### src/rtl/ppe_pkg.sv
package ppe_pkg;

    typedef enum logic {
        GATHER_IDLE = 1'b0,
        GATHER_OPEN = 1'b1
    } gather_state_t;

    // Smallest r with 2**r >= v.
    function automatic int ceil_log2(input int v);
        int r;
        for (r = 0; (1 << r) < v; r++) begin
        end
        return r;
    endfunction

    // Flash programming can only pull bits low.
    function automatic logic [7:0] program_merge(input logic [7:0] old_b,
                                                 input logic [7:0] new_b);
        return old_b & new_b;
    endfunction

endpackage

### src/rtl/ppe_buffer.sv
module ppe_buffer #(
    parameter int PAGE_BYTES = 256,
    parameter int OFF_W      = 8
) (
    input  logic             clk,
    input  logic             rst,
    input  logic             clear,
    input  logic             wr_en,
    input  logic [OFF_W-1:0] wr_off,
    input  logic [7:0]       wr_data,
    input  logic [OFF_W-1:0] rd_off,
    output logic [7:0]       rd_data,
    output logic             rd_written
);
    logic [7:0]            data_q [PAGE_BYTES];
    logic [PAGE_BYTES-1:0] mask_q;

    always_ff @(posedge clk) begin
        if (rst || clear) begin
            mask_q <= '0;
        end else if (wr_en) begin
            mask_q[wr_off] <= 1'b1;
        end
    end

    always_ff @(posedge clk) begin
        if (wr_en) begin
            data_q[wr_off] <= wr_data;
        end
    end

    assign rd_data    = data_q[rd_off];
    assign rd_written = mask_q[rd_off];
endmodule

### src/rtl/ppe_sequencer.sv
module ppe_sequencer #(
    parameter int BYTE_TICKS = 7500,
    parameter int OFF_W      = 8,
    parameter int CNT_W      = 9,
    parameter int TICK_W     = 13
) (
    input  logic             clk,
    input  logic             rst,
    input  logic             launch,
    input  logic [OFF_W-1:0] launch_off,
    input  logic [CNT_W-1:0] launch_cnt,
    output logic             busy,
    output logic [OFF_W-1:0] walk_off,
    output logic             rd_phase,
    output logic             wr_phase,
    output logic             last_slot
);
    logic              busy_q;
    logic [OFF_W-1:0]  walk_q;
    logic [CNT_W-1:0]  left_q;
    logic [TICK_W-1:0] tick_q;
    logic              slot_end;

    assign slot_end = (tick_q == TICK_W'(BYTE_TICKS - 1));

    always_ff @(posedge clk) begin
        if (rst) begin
            busy_q <= 1'b0;
            walk_q <= '0;
            left_q <= '0;
            tick_q <= '0;
        end else if (!busy_q) begin
            if (launch) begin
                busy_q <= 1'b1;
                walk_q <= launch_off;
                left_q <= launch_cnt;
                tick_q <= '0;
            end
        end else if (slot_end) begin
            tick_q <= '0;
            walk_q <= walk_q + OFF_W'(1);
            left_q <= left_q - CNT_W'(1);
            if (left_q == CNT_W'(1)) begin
                busy_q <= 1'b0;
            end
        end else begin
            tick_q <= tick_q + TICK_W'(1);
        end
    end

    assign busy      = busy_q;
    assign walk_off  = walk_q;
    assign rd_phase  = busy_q && (tick_q == '0);
    assign wr_phase  = busy_q && (tick_q == TICK_W'(1));
    assign last_slot = busy_q && slot_end && (left_q == CNT_W'(1));
endmodule

### src/rtl/page_prog_engine.sv
module page_prog_engine
    import ppe_pkg::*;
#(
    parameter int PAGE_BYTES = 256,
    parameter int PAGE_COUNT = 2048,
    parameter int BYTE_TICKS = 7500,
    localparam int OFF_W  = ceil_log2(PAGE_BYTES),
    localparam int PAGE_W = ceil_log2(PAGE_COUNT),
    localparam int ADDR_W = OFF_W + PAGE_W
) (
    input  logic              clk,
    input  logic              rst,
    input  logic              cmd_start,
    input  logic [ADDR_W-1:0] cmd_addr,
    input  logic              wel_in,
    input  logic              byte_valid,
    input  logic [7:0]        byte_data,
    input  logic              sel_end,
    input  logic              partial_bits,
    input  logic              lock_hit,
    input  logic [7:0]        mem_rdata,
    output logic [ADDR_W-1:0] mem_addr,
    output logic              mem_rd_en,
    output logic              mem_wr_en,
    output logic [7:0]        mem_wdata,
    output logic              busy,
    output logic              wel_clr
);
    localparam int CNT_W  = OFF_W + 1;
    localparam int TICK_W = (BYTE_TICKS > 2) ? ceil_log2(BYTE_TICKS) : 1;

    gather_state_t     gather_q;
    logic [PAGE_W-1:0] page_q;
    logic [OFF_W-1:0]  head_q;
    logic [OFF_W-1:0]  ptr_q;
    logic [CNT_W-1:0]  cnt_q;
    logic [CNT_W-1:0]  cnt_eff;
    logic              accept, take, launch, cnt_full;

    logic [OFF_W-1:0]  walk_off;
    logic [7:0]        buf_data;
    logic              buf_written, rd_phase, wr_phase, last_slot;

    assign accept   = (gather_q == GATHER_IDLE) && !busy && cmd_start && wel_in;
    assign take     = (gather_q == GATHER_OPEN) && byte_valid;
    assign cnt_full = (cnt_q == CNT_W'(PAGE_BYTES));
    assign cnt_eff  = (take && !cnt_full) ? cnt_q + CNT_W'(1) : cnt_q;
    assign launch   = (gather_q == GATHER_OPEN) && sel_end && !partial_bits
                      && (cnt_eff != '0);

    always_ff @(posedge clk) begin
        if (rst) begin
            gather_q <= GATHER_IDLE;
            page_q   <= '0;
            head_q   <= '0;
            ptr_q    <= '0;
            cnt_q    <= '0;
        end else if (gather_q == GATHER_IDLE) begin
            if (accept) begin
                gather_q <= GATHER_OPEN;
                page_q   <= cmd_addr[ADDR_W-1:OFF_W];
                head_q   <= cmd_addr[OFF_W-1:0];
                ptr_q    <= cmd_addr[OFF_W-1:0];
                cnt_q    <= '0;
            end
        end else begin
            if (take) begin
                ptr_q <= ptr_q + OFF_W'(1);
                cnt_q <= cnt_eff;
            end
            if (sel_end) begin
                gather_q <= GATHER_IDLE;
            end
        end
    end

    ppe_buffer #(
        .PAGE_BYTES(PAGE_BYTES),
        .OFF_W     (OFF_W)
    ) u_buffer (
        .clk       (clk),
        .rst       (rst),
        .clear     (accept),
        .wr_en     (take),
        .wr_off    (ptr_q),
        .wr_data   (byte_data),
        .rd_off    (walk_off),
        .rd_data   (buf_data),
        .rd_written(buf_written)
    );

    ppe_sequencer #(
        .BYTE_TICKS(BYTE_TICKS),
        .OFF_W     (OFF_W),
        .CNT_W     (CNT_W),
        .TICK_W    (TICK_W)
    ) u_seq (
        .clk       (clk),
        .rst       (rst),
        .launch    (launch),
        .launch_off(head_q),
        .launch_cnt(cnt_eff),
        .busy      (busy),
        .walk_off  (walk_off),
        .rd_phase  (rd_phase),
        .wr_phase  (wr_phase),
        .last_slot (last_slot)
    );

    assign mem_addr  = {page_q, walk_off};
    assign mem_rd_en = rd_phase;
    assign mem_wr_en = wr_phase && buf_written && !lock_hit;
    assign mem_wdata = program_merge(mem_rdata, buf_data);
    assign wel_clr   = last_slot;
endmodule

### config.mk
export PLATFORM = sky130hd
export DESIGN_NAME = page_prog_engine
export DESIGN_NICKNAME = d
export VERILOG_FILES = /design/src/rtl/ppe_pkg.sv /design/src/rtl/ppe_buffer.sv /design/src/rtl/ppe_sequencer.sv /design/src/rtl/page_prog_engine.sv
export SDC_FILE = /design/constraint.sdc
export NUM_CORES = 2
export LEC_CHECK = 0
export BUFFER_PORTS_ARGS = -buffer_cell sky130_fd_sc_hd__buf_2
export CORE_MARGIN = 5
export CORE_UTILIZATION = 50
export CTS_BUF_LIST = sky130_fd_sc_hd__clkbuf_4 sky130_fd_sc_hd__clkbuf_8
export DETAILED_ROUTE_END_ITERATION = 7
export PLACE_DENSITY = 0.76
export SYNTH_ARGS = -nofsm -noshare
export SYNTH_HDL_FRONTEND = slang
export SYNTH_SLANG_ARGS = --single-unit
### constraint.sdc
create_clock -name clk -period 8.59 [get_ports clk]
set_clock_uncertainty 0.2 [all_clocks]
set_input_delay 1.2885 -clock clk [delete_from_list [all_inputs] [get_ports clk]]
set_output_delay 1.2885 -clock clk [all_outputs]
set_load 0.05 [all_outputs]
## Word-level counts from Yosys, hierarchy flattened

Memories as Yosys holds them, arrays and structs flattened. A register that Yosys moved wholly into a read port is not among the register bits.
Cells that the tools add are included.

| word-level totals | value |
|---|---|
| flip-flop bits (word level) | 324 |
| bits in writable memories | 2048 |
| input port bits | 43 |
| output and inout port bits | 31 |
| word-level logic and storage cells | 86 |
| memories kept | 1 |

| operators by class | value |
|---|---|
| add/sub/neg operators | 5 |
| $lt $le $gt $ge | 3 |
| equal/unequal tests | 6 |
| muxes and demuxes | 31 |
| bitwise operators | 3 |
| reduce and logical (&&, ||, !) cells | 27 |

Memories:

| memory | words | width | read ports | clocked after memory_dff | write ports | RTL line | source |
|---|---|---|---|---|---|---|---|
| u_buffer.data_q | 256 | 8 | 1 | 1 | 1 | ppe_buffer.sv:15 | `logic [7:0] data_q [PAGE_BYTES];` |

Operator list:

| cell | number |
|---|---|
| 256-bit OR | 1 |
| 8-bit 2-to-1 mux | 8 |
| 9-bit 2-to-1 mux | 7 |
| 13-bit 2-to-1 mux | 3 |
| 8-bit by 9-bit less-than comparator with 1-bit output (second input constant) | 2 |
| 8-bit by 1-bit adder with 8-bit output (second input constant) | 2 |
| 1-bit logical AND | 15 |
| 13-bit by 1-bit adder with 13-bit output (second input constant) | 1 |
| 13-bit by 1-bit == test with 1-bit output (second input constant) | 1 |
| 13-bit == test (second input constant) | 1 |
| 13-bit zero test | 1 |
| 1-bit 2-to-1 mux | 11 |
| 9-bit by 1-bit adder with 9-bit output (second input constant) | 1 |
| 9-bit by 1-bit == test with 1-bit output (second input constant) | 1 |
| 9-bit == test (second input constant) | 1 |
| 9-bit nonzero test | 1 |
| 9-bit by 1-bit subtractor with 9-bit output (second input constant) | 1 |
| 8-bit AND | 1 |
| 1-bit binary-select mux with 8-bit select | 1 |
| 1-bit demux with 8-bit select | 1 |
| 8-bit by 1-bit greater-or-equal comparator with 1-bit output (second input constant) | 1 |
| 2-bit AND reduction | 3 |
| 1-bit zero test | 4 |
| 2-bit nonzero test | 2 |
| other kinds (4) | 4 |

## Logic depth before layout (Yosys ltp)

| depth | value |
|---|---|
| word-level depth | 10 |
| depth in mapped cells | 11 |
| gate-level depth less buffers | 9 |

## Hierarchy

A second synthesis with hierarchy kept.

| second synthesis, totals | value |
|---|---|
| cells, all modules | 5194 |
| area total of the unflattened synthesis | 92722.7 um2 |

By module, submodules not included:

| module | times used | cells each | area each (um2) | seq. area each (um2) |
|---|---|---|---|---|
| ppe_buffer | 1 | 4698 | 88900.3 | 66623.9 |
| page_prog_engine | 1 | 252 | 1935.6 | 740.7 |
| ppe_sequencer | 1 | 244 | 1886.8 | 620.6 |

## Worst setup path after synthesis

No wires, ideal clock.

| timing path | value |
|---|---|
| path type | flip-flop to output port |
| start point | register with a tool-made name |
| end point | output mem_wdata[7] |
| data arrival time | 3.584 ns |
| data required time | 7.102 ns |
| setup slack | 3.518 ns |
| stages on the path, launching flop included | 12 |
| buffers on the path | 5 |
| cells stage by stage | dfxtp_1 -> buf_2 -> buf_4 -> buf_4 -> buf_4 -> buf_2 -> mux2i_1 -> o221ai_1 -> a21oi_1 -> a211oi_1 -> o2111ai_1 -> o41ai_1 |

RTL lines:

| what | RTL line | source |
|---|---|---|
| end: declaration | page_prog_engine.sv:25 | `output logic [7:0] mem_wdata,` |

==> flow_summary.yaml <==
route:
  ant_nets: 0
  drc: 4
  drt_iter0_drc: 8573
  wl_per_cell_um: 31.4
  drt-pass1-iter-count: 8
  wl_um: 262000
  vias: 54700
  vias_per_cell: 6.55
worst_setup_path:
  critPathLaunchType: "flop"
  worstPathRequired_ns: 7.10
  cp_max_fo: 48
  crit-reg2reg-launch: "gather_q$_SDFF_PP0_"
  endpoint_kind: "primary output"
  worstSetupPathType: "flop to primary output"
  cp.arrival_ns: 6.23
  r2r_slack_ns: 4.15
  ff2ff_path_depth: 7
cells_and_area:
  drive_gt1_frac: 0.206
  final_cells: 8351
  syn2layout_area_growth_pct: 11.3
  fillers: 13800
  fin_nets: 5612
clock_network:
  ctsLongestPathBuffers: 4
  cts_root_buf: "clkbuf_8"
  clkLatencyLatePin_ns: 1.04
  cts-htree-levels: 5
  cts.reportedPaths.clkPinSlew_ns: 0.06
  ctsResizeCount: 0
  cts_buffers: 379
  postCtsSetupBuffers: 0
  cts_tree: "done"
  clock-sinks: 2380
  cts_hold_buffers: 0
synth:
  synthArstFlopShare: 0
  synth.distinct_cells: 90
  synth.avg_cell_area_sq_um: 17.4
  yosysSeqAreaShare: 0.733
  synthTopCellsByArea: "edfxtp_1 (66%), mux4_2 (8.6%), dfxtp_1 (7.1%)"
  synth_top_family_by_area: "multiplexers"
  synthFlopType: "edfxtp_1"
  yosys.area.top_type: "edfxtp_1"
  ys_warn_count: 0
  synth-xor-area-share: 0.000659
  synth_mux_area_frac: 0.138
  synth_compound_area_frac: 0.0707
  synth_top_area_share: 0.661
  synthAdderAreaFrac: 0.00161
  synth_edf_count: 2048
  synthCells: 5348
  synthesis.nets: 5403
  ys_top_cells_by_count: "edfxtp_1 (2048), mux2i_1 (476), nor2_1 (369)"
  synth_most_common_cell: "edfxtp_1"
  synth-simple-area-share: 0.0387
  syn_area_sq_um: 93000
  synth-seq-cells: 2380
timing:
  fmax_mhz: 129
  rsz0062_at_grt: "no"
  finalMaxSlewViolations: 2
  fin_crit_sh: 0.899
  finalWorstSetupSlack_ns: 0.867
  setup_viol: 0
  finalHoldViolCount: 0
  fin_tns_setup_ns: 0
  tightest_slew_ns: 1.61
  slew_headroom: -0.0858
  fin_crit_ns: 7.72
floorplan:
  initial_core_util: 0.502
  placementRows: 158
  fp.dieArea_sq_um: 195000
  design.core.area_sq_um: 185000
  die_h_um: 441
  io_pins: 74
  die_w_um: 441
grt:
  grtUsageTotal: 0.266
  grt_pass1_vias: 53100
  overflow: 0
  grt_pass1_wl_um: 373000
  grt_max_degree: 166
  grt_antenna_before_repair: 11
place:
  post-place-ws_ns: 2.25
  gp_congestion: 0.969
  place_hpwl_um: 163000
  port-buffer-count: 73
  place_inst: 7655
hold_path:
  holdPathStages: 2
  worstHoldEndpoint: "head_q[6]$_SDFFE_PP0P_"
  worstHoldStart: "head_q[6]$_SDFFE_PP0P_"
  hold_path_class: "flop to flop"
flow_run:
  cap_violations: 1
run_status:
  violations: "design-rule violations, max-capacitance violations, max-slew violations"
  outcome: "finished with violations"
power:
  vdd_drop_max_mv: 0.184
  leakage_nw: 31.7
  powerDensity_nw_per_um2: 218
cell usage in the layout, fill, tap and decap left out, types with 9 or more instances in the layout:
cell type / synthesis / layout
clkbuf_4: 1 / 132
nand2_1: 226 / 225
o21ai_0: 62 / 62
a211oi_1: 31 / 31
inv_1: 19 / 19
nor2_1: 369 / 367
o221ai_1: 109 / 109
buf_2: 86 / 65
a2111oi_0: 32 / 27
nor4_1: 15 / 15
clkbuf_8: 2 / 428
o211ai_1: 13 / 13
a31oi_1: 26 / 26
mux4_2: 357 / 357
dfxtp_1: 332 / 326
o21a_1: 262 / 262
a221oi_1: 9 / 9
clkinv_2: 0 / 46
and2_1: 9 / 9
edfxtp_1: 2048 / 2048
nor2b_1: 16 / 14
ha_1: 12 / 12
buf_4: 24 / 79
o22ai_1: 152 / 152
nand3_1: 58 / 48
buf_12: 1 / 17
nand4_1: 15 / 15
mux2i_1: 476 / 476
a21oi_1: 138 / 138
nand3_2: 1 / 11
nor3_1: 39 / 39
a22oi_1: 32 / 32
diode_2: 0 / 9
clkinv_1: 3 / 77
final cells by class:
cell class | instances | area (sq um) | area share
Sequential cell | 2380 | 68200 | 0.658
Multi-Input combinational cell | 2602 | 23300 | 0.225
Clock buffer | 552 | 6770 | 0.0654
Tap cell | 2480 | 3100 | 0.0300
Timing Repair Buffer | 171 | 1380 | 0.0134
Clock inverter | 134 | 726 | 0.00701
Inverter | 23 | 88.8 | 0.000858
Antenna cell | 9 | 22.5 | 0.000217
metal layers:
metal	up-vias	GRT usage	wire, um
met3	845	0.0928	36400
met2	4268	0.390	116000
met1	27600	0.349	92400
met4	12	0.147	17200
met5	-	0.00298	137
li1	22000	-	-
where the power goes:
part           total, W  switching, W  leakage (nW)  internal [W]
clock           0.00958       0.00438          4.01       0.00520
combinational  0.000445      0.000367          6.59     0.0000774
sequential       0.0126     0.0000182          21.1        0.0125
kinds of logic (layout without fill, tap and decap cells):
| group | after synthesis | in the layout |
|---|---|---|
| compound gates | 930 | 930 |
| xor+xnor | 7 | 7 |
| fa+ha+maj | 12 | 12 |
| buf+inv | 366 | 880 |
| flops | 2380 | 2380 |
| mux | 835 | 835 |
| other cells | 0 | 9 |
| simple gates | 818 | 818 |
critical path, cell delays in order, from the launching register on:
cell,delay [ns]
dfxtp_4,0.88
nand3_2,0.58
buf_4,0.52
o22ai_1,0.47
a2111oi_0,0.15
a2111oi_0,1.03
nand4b_1,0.65
o31ai_1,0.44
buf_2,0.40
worst max-delay path by stage:
stage / end / slack (ns) / cells past startpoint
after CTS: mem_wdata[2] / 1.09 / 9
after detailed placement: mem_wdata[2] / 2.25 / 9
after global routing: mem_wdata[0] / 1.07 / 8
after global placement: mem_wdata[2] / 2.08 / 9
after floorplan: mem_wdata[7] / 3.52 / 11
final: mem_wdata[0] / 0.87 / 8
metrics by stage:
stage	total power [W]	utilization	hold WS [ns]	cell area (sq um)
after global placement	0.0132	0.518	0.240	96000
after floorplan	0.0130	-	0.232	93000
after global routing	0.0232	0.559	0.242	104000
after CTS	0.0226	0.559	0.196	104000
final	0.0226	0.559	0.259	104000
after detailed placement	0.0132	0.518	0.249	96000
flip-flops by register name, indices dropped and copies added, names as in the netlist, named ones only:
name / flops
u_buffer.data_q: 2048
u_buffer.mask_q: 256
u_seq.tick_q: 13
page_q: 11
cnt_q: 9
u_seq.left_q: 9
head_q: 8
ptr_q: 8
u_seq.walk_off: 8
gather_q: 1
u_seq.busy: 1
No activity file was read; power rests on OpenSTA's default activity.
